`config.mk`:
```
export PLATFORM = sky130hd
export DESIGN_NAME = cmdind_port
export DESIGN_NICKNAME = d
export VERILOG_FILES = /design/src/rtl/cmdind_pkg.sv /design/src/rtl/cmdind_confirm_filter.sv /design/src/rtl/cmdind_change_latch.sv /design/src/rtl/cmdind_irq_flags.sv /design/src/rtl/cmdind_port.sv
export SDC_FILE = /design/constraint.sdc
export NUM_CORES = 1
export LEC_CHECK = 0
export ABC_AREA = 1
export BUFFER_PORTS_ARGS = -buffer_cell sky130_fd_sc_hd__buf_2
export CAP_MARGIN = 10
export CORE_ASPECT_RATIO = 0.6
export CORE_MARGIN = 3
export CORE_UTILIZATION = 44
export DETAILED_ROUTE_END_ITERATION = 12
export GPL_ROUTABILITY_DRIVEN = 0
export HOLD_SLACK_MARGIN = 0.03
export PLACE_DENSITY = 0.81
export SYNTH_ARGS = -nofsm -noshare
export SYNTH_HDL_FRONTEND = slang
export SYNTH_SLANG_ARGS = --single-unit
```
`constraint.sdc`:
```
create_clock -name clk -period 1.1 [get_ports clk]
set_input_delay 0.11 -clock clk [delete_from_list [all_inputs] [get_ports clk]]
set_output_delay 0.11 -clock clk [all_outputs]
set_load 0.02 [all_outputs]
```
`src/rtl/cmdind_pkg.sv`:
```
// Shared constants for the command/indication port.
// Assumes: nothing beyond IEEE 1800-2017.
package cmdind_pkg;
    localparam int PRI_W_DEF   = 4;
    localparam int SEC_W_DEF   = 6;
    localparam int CONFIRM_DEF = 2;
    localparam int NUM_FLAGS   = 2;

    typedef enum int {
        FLAG_PRI = 0,
        FLAG_SEC = 1
    } flag_idx_e;
endpackage

```
`src/rtl/cmdind_confirm_filter.sv`:
```
// Multi-frame confirmation filter for the primary receive code.
// A value is accepted once it has been seen at CONFIRM consecutive
// frame strobes. Any differing frame reloads the candidate and restarts
// counting. accept pulses only when the confirmed value differs from
// the stored code.
// Assumes: CONFIRM >= 2; strobe is a single-cycle pulse per frame.
module cmdind_confirm_filter #(
    parameter int W       = 4,
    parameter int CONFIRM = 2
) (
    input  logic         clk,
    input  logic         rst_n,
    input  logic         strobe,
    input  logic [W-1:0] rx_in,
    output logic [W-1:0] code_q,
    output logic         accept
);
    localparam int            CW       = $clog2(CONFIRM + 1);
    localparam logic [CW-1:0] CNT_FULL = CW'(CONFIRM);
    localparam logic [CW-1:0] CNT_LAST = CW'(CONFIRM - 1);
    localparam logic [CW-1:0] CNT_ONE  = CW'(1);

    logic [W-1:0]  cand_q;
    logic [CW-1:0] cnt_q;
    logic [CW-1:0] cnt_nxt;
    logic          same;
    logic          reach;

    // Purpose: next count and confirmation decision for this frame.
    always_comb begin
        same    = (rx_in == cand_q);
        cnt_nxt = !same ? CNT_ONE : ((cnt_q == CNT_FULL) ? cnt_q : cnt_q + CNT_ONE);
        reach   = strobe && same && (cnt_q == CNT_LAST);
        accept  = reach && (cand_q != code_q);
    end

    // Purpose: candidate, counter and accepted code registers.
    always_ff @(posedge clk) begin
        if (!rst_n) begin
            cand_q <= '1;
            cnt_q  <= CNT_FULL;
            code_q <= '1;
        end else if (strobe) begin
            cand_q <= rx_in;
            cnt_q  <= cnt_nxt;
            if (accept) begin
                code_q <= cand_q;
            end
        end
    end

    // without a strobe the accepted code holds.
    assert_pri_hold_R9: assert property (@(posedge clk) disable iff (!rst_n)
        !strobe |=> (code_q == $past(code_q)));

    // a new code enters only from a strobe whose value matches the prior candidate.
    assert_pri_confirm_R3: assert property (@(posedge clk) disable iff (!rst_n)
        (code_q != $past(code_q)) |->
            ($past(strobe) && ($past(rx_in) == code_q) && ($past(cand_q) == code_q)));
endmodule

```
`src/rtl/cmdind_change_latch.sv`:
```
// Immediate change latch for the secondary receive code.
// Latches any differing value at a strobe and reports it. While
// disabled, the register is forced to the all-ones idle code and no
// change is reported.
// Assumes: strobe is a single-cycle pulse per frame.
module cmdind_change_latch #(
    parameter int W = 6
) (
    input  logic         clk,
    input  logic         rst_n,
    input  logic         enable,
    input  logic         strobe,
    input  logic [W-1:0] rx_in,
    output logic [W-1:0] code_q,
    output logic         changed
);
    // Purpose: detect a new secondary value in this frame.
    always_comb begin
        changed = enable && strobe && (rx_in != code_q);
    end

    // Purpose: hold the latest secondary code, idle while disabled.
    always_ff @(posedge clk) begin
        if (!rst_n || !enable) begin
            code_q <= '1;
        end else if (changed) begin
            code_q <= rx_in;
        end
    end

    // an enabled strobe leaves the register equal to that frame's bits.
    assert_sec_follow_R6: assert property (@(posedge clk) disable iff (!rst_n)
        (enable && strobe) |=> (code_q == $past(rx_in)));

    // no strobe, no change while enabled.
    assert_sec_hold_R9: assert property (@(posedge clk) disable iff (!rst_n)
        (enable && !strobe) |=> (code_q == $past(code_q)));
endmodule

```
`src/rtl/cmdind_irq_flags.sv`:
```
// Sticky change flags. Each flag sets on its pulse and clears on a
// status read. A set in the same cycle as the read wins.
// Assumes: clr_i is a single-cycle pulse per host read.
module cmdind_irq_flags #(
    parameter int N = 2
) (
    input  logic         clk,
    input  logic         rst_n,
    input  logic [N-1:0] set_i,
    input  logic         clr_i,
    output logic [N-1:0] flag_q
);
    for (genvar i = 0; i < N; i++) begin : g_flag
        // Purpose: one sticky flag with set-over-clear priority.
        always_ff @(posedge clk) begin
            if (!rst_n) begin
                flag_q[i] <= 1'b0;
            end else if (set_i[i]) begin
                flag_q[i] <= 1'b1;
            end else if (clr_i) begin
                flag_q[i] <= 1'b0;
            end
        end

        // a set flag survives until a read.
        assert_flag_sticky_R8: assert property (@(posedge clk) disable iff (!rst_n)
            (flag_q[i] && !clr_i) |=> flag_q[i]);

        // a read with no concurrent set clears the flag.
        assert_flag_clear_R8: assert property (@(posedge clk) disable iff (!rst_n)
            (clr_i && !set_i[i]) |=> !flag_q[i]);

        // a set always lands, even during a read.
        assert_flag_set_R8: assert property (@(posedge clk) disable iff (!rst_n)
            set_i[i] |=> flag_q[i]);
    end
endmodule

```
`src/rtl/cmdind_port.sv`:
```
// Command/indication channel register interface, top level.
// Holds the two transmit codes, filters the primary receive code over
// several frames, latches secondary changes at once, and keeps the
// sticky change flags with their OR on irq.
// Assumes: receive bits are valid with frame_stb; host strobes last one cycle.
module cmdind_port
    import cmdind_pkg::*;
#(
    parameter int PRI_W          = PRI_W_DEF,
    parameter int SEC_W          = SEC_W_DEF,
    parameter int CONFIRM_FRAMES = CONFIRM_DEF
) (
    input  logic             clk,
    input  logic             rst_n,
    input  logic             term_mode,
    input  logic             frame_stb,
    input  logic [PRI_W-1:0] pri_rx_bits,
    input  logic [SEC_W-1:0] sec_rx_bits,
    input  logic             pri_tx_wr,
    input  logic [PRI_W-1:0] pri_tx_wdata,
    input  logic             sec_tx_wr,
    input  logic [SEC_W-1:0] sec_tx_wdata,
    input  logic             stat_rd,
    output logic [PRI_W-1:0] pri_tx_bits,
    output logic [SEC_W-1:0] sec_tx_bits,
    output logic [PRI_W-1:0] pri_rx_code,
    output logic [SEC_W-1:0] sec_rx_code,
    output logic             pri_chg_flag,
    output logic             sec_chg_flag,
    output logic             irq
);
    logic [PRI_W-1:0]     pri_tx_q;
    logic [SEC_W-1:0]     sec_tx_q;
    logic                 pri_accept;
    logic                 sec_changed;
    logic [NUM_FLAGS-1:0] flag_set;
    logic [NUM_FLAGS-1:0] flag_q;

    // Purpose: host-written transmit codes, idle all ones at reset.
    always_ff @(posedge clk) begin
        if (!rst_n) begin
            pri_tx_q <= '1;
            sec_tx_q <= '1;
        end else begin
            if (pri_tx_wr) pri_tx_q <= pri_tx_wdata;
            if (sec_tx_wr) sec_tx_q <= sec_tx_wdata;
        end
    end

    // Purpose: drive transmit fields; secondary idles when disabled.
    always_comb begin
        pri_tx_bits = pri_tx_q;
        sec_tx_bits = term_mode ? sec_tx_q : '1;
    end

    cmdind_confirm_filter #(
        .W       (PRI_W),
        .CONFIRM (CONFIRM_FRAMES)
    ) u_pri_filter (
        .clk    (clk),
        .rst_n  (rst_n),
        .strobe (frame_stb),
        .rx_in  (pri_rx_bits),
        .code_q (pri_rx_code),
        .accept (pri_accept)
    );

    cmdind_change_latch #(
        .W (SEC_W)
    ) u_sec_latch (
        .clk     (clk),
        .rst_n   (rst_n),
        .enable  (term_mode),
        .strobe  (frame_stb),
        .rx_in   (sec_rx_bits),
        .code_q  (sec_rx_code),
        .changed (sec_changed)
    );

    // Purpose: route change pulses to their flag slots.
    always_comb begin
        flag_set           = '0;
        flag_set[FLAG_PRI] = pri_accept;
        flag_set[FLAG_SEC] = sec_changed;
    end

    cmdind_irq_flags #(
        .N (NUM_FLAGS)
    ) u_flags (
        .clk    (clk),
        .rst_n  (rst_n),
        .set_i  (flag_set),
        .clr_i  (stat_rd),
        .flag_q (flag_q)
    );

    // Purpose: expose flags and their combined interrupt.
    always_comb begin
        pri_chg_flag = flag_q[FLAG_PRI];
        sec_chg_flag = flag_q[FLAG_SEC];
        irq          = |flag_q;
    end

    // a write shows on the primary transmit field from the next cycle.
    assert_pri_tx_R2: assert property (@(posedge clk) disable iff (!rst_n)
        pri_tx_wr |=> (pri_tx_bits == $past(pri_tx_wdata)));

    // without a write the primary transmit field holds.
    assert_pri_tx_hold_R2: assert property (@(posedge clk) disable iff (!rst_n)
        !pri_tx_wr |=> (pri_tx_bits == $past(pri_tx_bits)));

    // a disabled secondary channel never raises its flag.
    assert_sec_quiet_R7: assert property (@(posedge clk) disable iff (!rst_n)
        (!term_mode && !sec_chg_flag) |=> !sec_chg_flag);

    // the primary flag rises only together with a new primary code.
    assert_pri_flag_new_R5: assert property (@(posedge clk) disable iff (!rst_n)
        (!pri_chg_flag ##1 pri_chg_flag) |-> (pri_rx_code != $past(pri_rx_code)));
endmodule

```
# Word-level counts from Yosys, hierarchy flattened
# Cells that the tools add are included.
[word_totals] register_bits=28 elab_cells=34 out_inout_bits=23
[op_classes] mux=6 n_reduce_logical=13 n_eq_ne=6 n_addsub=1
[ops] operator="$mux 6" n=1
[ops] operator="$ne 6x6->1" n=1
[ops] operator="$logic_and 1x1->1" n=5
[ops] operator="$eq 4x4->1" n=1
[ops] operator="$mux 2" n=2
[ops] operator="$ne 4x4->1" n=1
[ops] operator="$reduce_and 2->1" n=2
[ops] operator="$reduce_bool 2->1" n=2
[ops] operator="$mux 1" n=3
[ops] operator="$add 2x1->2 const B" n=1
[ops] operator="$eq 2x1->1 const B" n=1
[ops] operator="$eq 2x2->1 const B" n=1
[ops] operator="$logic_not 1->1" n=2
[ops] operator="$ne 2x2->1 const B" n=1
[ops] operator="$reduce_or 2->1" n=1
[ops] operator="$logic_or 1x1->1" n=1

# Longest topological paths before layout
[depth] ltp_word=5 ltp_mapped=9 mapped_depth_nobuf=9

# Cells and area by module
# A second synthesis with hierarchy kept.
[hier_totals] cells_unflattened=226 area_unflattened_um2=1505.2
[by_module_without_submodules] mod="cmdind_confirm_filter" cells_each=98 n_inst=1 area_per_inst_um2=650.6 seq_area_each_um2=200.2
[by_module_without_submodules] mod="cmdind_change_latch" cells_each=62 n_inst=1 area_per_inst_um2=392.9 seq_area_each_um2=120.1
[by_module_without_submodules] mod="cmdind_port" cells_each=56 n_inst=1 area_per_inst_um2=389.1 seq_area_each_um2=200.2
[by_module_without_submodules] mod="cmdind_irq_flags" cells_each=10 n_inst=1 area_per_inst_um2=72.6 seq_area_each_um2=40.0

# Least setup slack after synthesis
# No wires, ideal clock.
[synth_timing] kind="reg2reg" start="register u_sec_latch.code_q[4]" end="register u_flags.flag_q[1]" period_less_slack_ns=1.190 slack_ns=-0.090 arrival_ns=1.056 stages_incl_launch_ff=8 cell_sequence="dfxtp_1 -> inv_1 -> nand2_1 -> o21ai_1 -> nor2_1 -> nand3_2 -> nand2_2 -> a21oi_1"
[synth_via] elab_chain_len=3 elab_cells_between_ends=4
[synth_rtl] element="start: declaration" line="cmdind_change_latch.sv:14" source="output logic [W-1:0] code_q,"
[synth_rtl] element="start signal: assignment" line="cmdind_change_latch.sv:27" source="code_q <= rx_in;"
[synth_rtl] element="$ne 6x6->1 (*)" line="cmdind_change_latch.sv:19" source="changed = enable && strobe && (rx_in != code_q);"
[synth_rtl] element="$logic_and 1x1->1 (*)" line="cmdind_change_latch.sv:19"
[synth_rtl] element="$mux 1 or $reduce_bool 2->1 (tied branches)"
[synth_rtl] element="end signal: indexed assignment" line="cmdind_irq_flags.sv:17" source="flag_q[i] <= 1'b0;"
[synth_rtl] element="end signal: indexed assignment" line="cmdind_irq_flags.sv:19" source="flag_q[i] <= 1'b1;"
[synth_rtl] element="end signal: indexed assignment" line="cmdind_irq_flags.sv:21" source="flag_q[i] <= 1'b0;"
[synth_rtl] element="end: declaration" line="cmdind_irq_flags.sv:11" source="output logic [N-1:0] flag_q"
# Mark *: on every way between the ends. The rest lies on a longest branch, timed or not.
# A chain may end at the register's enable or synchronous reset.

# Final worst setup path
[layout_timing] start="register u_pri_filter.cand_q[3]" end="register u_pri_filter.code_q[2]"
[layout_via] elab_chain_len=5 elab_cells_between_ends=6
[layout_rtl] element="start: declaration" line="cmdind_confirm_filter.sv:23" source="logic [W-1:0] cand_q;"
[layout_rtl] element="start signal: assignment" line="cmdind_confirm_filter.sv:44" source="cand_q <= rx_in;"
[layout_rtl] element="$eq 4x4->1" line="cmdind_confirm_filter.sv:31" source="same = (rx_in == cand_q);"
[layout_rtl] element="$logic_and 1x1->1 (2 in a row)" line="cmdind_confirm_filter.sv:33" source="reach = strobe && same && (cnt_q == CNT_LAST);"
[layout_rtl] element="$logic_and 1x1->1 (*)" line="cmdind_confirm_filter.sv:34" source="accept = reach && (cand_q != code_q);"
[layout_rtl] element="$reduce_and 2->1 (no source line) (*)"
[layout_rtl] element="end signal: assignment" line="cmdind_confirm_filter.sv:47" source="code_q <= cand_q;"
[layout_rtl] element="end: declaration" line="cmdind_confirm_filter.sv:15" source="output logic [W-1:0] code_q,"
# Marks and branches as above.

==> summary.md <==
| Metric | Value |
|---|---|
| Syn_area_per_cell | 6.84 sq um |
| Min setup slack post-route | -0.0588 ns |
| Post-DP HPWL | 2500 um |
| Share of the yosys chip area belonging to registers | 39.2% |
| CP Buf/Inv Count | 1 |
| F_max | 863 MHz |
| Routed wire length | 3520 um |
| Layout cells sized above 1 | 48.5% |
| Ant diodes | 0 |
| Sink Count | 28 |
| Crit path cell chain | inv_4, nand2_4, nand4_4, nor2_8, nand3_4, nand2_2, nand3_2 |
| Drt drc | 0 |
| MaxCap Viol Count | 0 |
| Worst path slowest cell | dfxtp_4 |
| Worst EP arrival | 1.33 ns |
| Crit Path Max Fanout | 6 |
| Kind of critical path | flip-flop to flip-flop |
| Power per cell area | 1130 nW/um^2 |
| Failing checks | setup timing |
| Hold slack | 0.0405 ns |
| Area grow syn2layout | 43.3% |
| Total core area | 2980 sq um |
| Most frequent cell after synthesis | nand2_1 |
| Synth area leader | dfxtp_1 |
| Slew @ Worst Pin | 0.451 ns |
| Setup tns final | -0.584 ns |
| Critical Path RT | 1.27 ns |
| Synthesized instance count | 209 |
| Tcrit/Tclk final | 105% |
| Final Net Count | 300 |
| Hold Crit Class | primary input to flip-flop |
| Max_slew headroom | 69.9% |
| Min Clock Period, post-route | 1.16 ns |
| Max IR drop VDD | 795 uV |
| Synthesized Nets | 238 |
| Port Buf Inserts | 49 |
| CP Launch Type | flip-flop |
| Leak Pwr | 1.11 nW |
| Unique cell type count in the Yosys netlist | 22 |
| Synth top area cells | dfxtp_1, nand2_1, inv_1, nand3_1, o21ai_0 |
| First-pass DRT Iterations | 4 |
| Unrepaired setup endpoints after global routing | yes |
| CTS Buf Count | 3 |
| Max clock buf depth | 2 |
| Synth top area share | 39.2% |
| Antenna-violating nets left | 0 |
| Grt total ovfl | 0 |
| Total number of vias | 1,491 |
| Crit end category | flip-flop |
| Ports | 50 |
| Root Buffer | clkbuf_8 |
| DIE WIDTH | 79.6 um |
| CP top delay family | simple AND/OR/NAND/NOR gates |
| Die Height | 50.2 um |
| Crit-path max cell delay | 0.39 ns |
| #FFs+latches synth | 28 |
| Main flop type after synthesis | dfxtp_1 |
| Number of flops mapped to enable cells by yosys | 0 |
| Via-to-Cell Ratio | 4.78 |
| GRT Resource Usage Total | 16.9% |
| First-pass GRT wire length | 5350 um |
| Synth warn | 0 |
| Largest net degree at the start of global routing | 17 |
| Initial antenna violation count | 0 |
| Skew-Pair Late Insertion Delay | 0.27 ns |
| Routed WL per cell | 11.3 um |
| Final count of pins violating max slew | 0 |
| Final number of setup-violating endpoints | 14 |
| DR iter-0 viols | 83 |
| Max H-tree Level | 1 |
| Vias in the first global route | 1,248 |
| Die area | 3990 sq um |
| Worst-path clk slew | 0.09 ns |
| Initial Utilization | 47.9% |
| Mapped Area | 1430 sq um |
| CTS tree | done |
| Post-synthesis async set-or-reset flop share | 0% |
| Most frequent cells after synthesis | nand2_1, inv_1, dfxtp_1 |
| Fillers | 246 |
| Final Skew | 0.00256 ns |
| Final hold viol count | 0 |
| Dpl ws | -0.102 ns |
| Outcome | finished with violations |
| Row count | 15 |
[cell type report]
cell class / count / area [sq um] / share of cell area (%)
Tap cell: 42 / 52.6 / 2.56
Sequential cell: 28 / 589 / 28.8
Inverter: 37 / 141 / 6.90
Timing Repair Buffer: 62 / 349 / 17.0
Clock buffer: 4 / 66.3 / 3.24
Multi-Input combinational cell: 139 / 851 / 41.5
[timing repair]
action / CTS / global route
endpoints found under the setup margin: 15 / 15
pin swaps: 10 / 13
hold buffers: 0 / 0
gates cloned: 0 / 0
setup buffers: 3 / 1
gates resized for setup: 15 / 34
[sequential cells by signal, indices dropped and copies added, names as in the netlist]
signal,flops
pri_tx_bits,4
sec_tx_q,6
u_flags.flag_q,2
u_pri_filter.cand_q,4
u_pri_filter.cnt_q,2
u_pri_filter.code_q,4
u_sec_latch.code_q,6
[where the power goes]
group          switching, W  internal, W  total, W
Combinational      0.000307     0.000192  0.000499
Clock              0.000319     0.000396  0.000715
Sequential        0.0000352      0.00106   0.00110
Total              0.000661      0.00165   0.00231
[placed cells by master (no fill, tap or decap), types with 2 or more instances in the layout]
| master | synthesis | final |
|---|---|---|
| dfxtp_4 | 0 | 5 |
| o21ai_2 | 0 | 2 |
| nand3_2 | 1 | 9 |
| nand3_4 | 1 | 2 |
| nor2_2 | 0 | 4 |
| nand2_4 | 2 | 5 |
| a21oi_1 | 11 | 10 |
| dfxtp_1 | 28 | 15 |
| clkbuf_8 | 0 | 3 |
| ha_1 | 2 | 2 |
| inv_2 | 7 | 7 |
| nor2_1 | 9 | 4 |
| inv_1 | 30 | 29 |
| nand4_1 | 5 | 5 |
| nand2_1 | 60 | 49 |
| o21ai_0 | 12 | 10 |
| a21oi_2 | 1 | 2 |
| buf_4 | 0 | 13 |
| buf_2 | 1 | 48 |
| dfxtp_2 | 0 | 8 |
| nand3_1 | 22 | 13 |
| nand2_2 | 8 | 15 |
[tightest hold or removal path, stage by stage]
cell     delay, ns
buf_2         0.08
nand2_1       0.04
nand3_1       0.06
[per-layer routing]
metal	global-route usage [%]	vias up	routed length [um]
met4	3.43	0	14
met1	24.7	658	1690
met2	24.2	55	1510
li1	-	776	-
met3	5.38	2	305
met5	0	-	0
[cell families after synthesis]
logic type                 count (synthesis)  share of synthesized area, %
xor gates and xnor gates                   1                         0.613
buffers and inverters                     42                          11.1
adders and majority gates                  2                          1.75
AOI/OAI and AO/OA                         25                          9.01
DFF                                       28                          39.2
and+or+nand+nor                          111                          38.3
[through the flow]
step                cell area [sq um]  util, %  total power (W)  instances
finish                           2050     68.7          0.00231        312
global route                     2050     68.7          0.00244        312
CTS                              1920     64.4          0.00229        311
detailed placement               1790     60.0          0.00155        304
global placement                 1790     60.0          0.00154        304
floorplan                        1450        -          0.00139        209
[worst paths after layout]
path	startpoint	endpoint	slack, ns	depth (start not counted)
max	u_pri_filter.cand_q[3]	u_pri_filter.code_q[2]	-0.06	7
min	pri_tx_wdata[0]	pri_tx_bits[0]	0.04	3
max reg2reg	u_pri_filter.cand_q[3]	u_pri_filter.code_q[2]	-0.06	7
min reg2reg	sec_tx_q[3]	sec_tx_q[3]	0.47	2
Power figures use the tool's default switching activity.
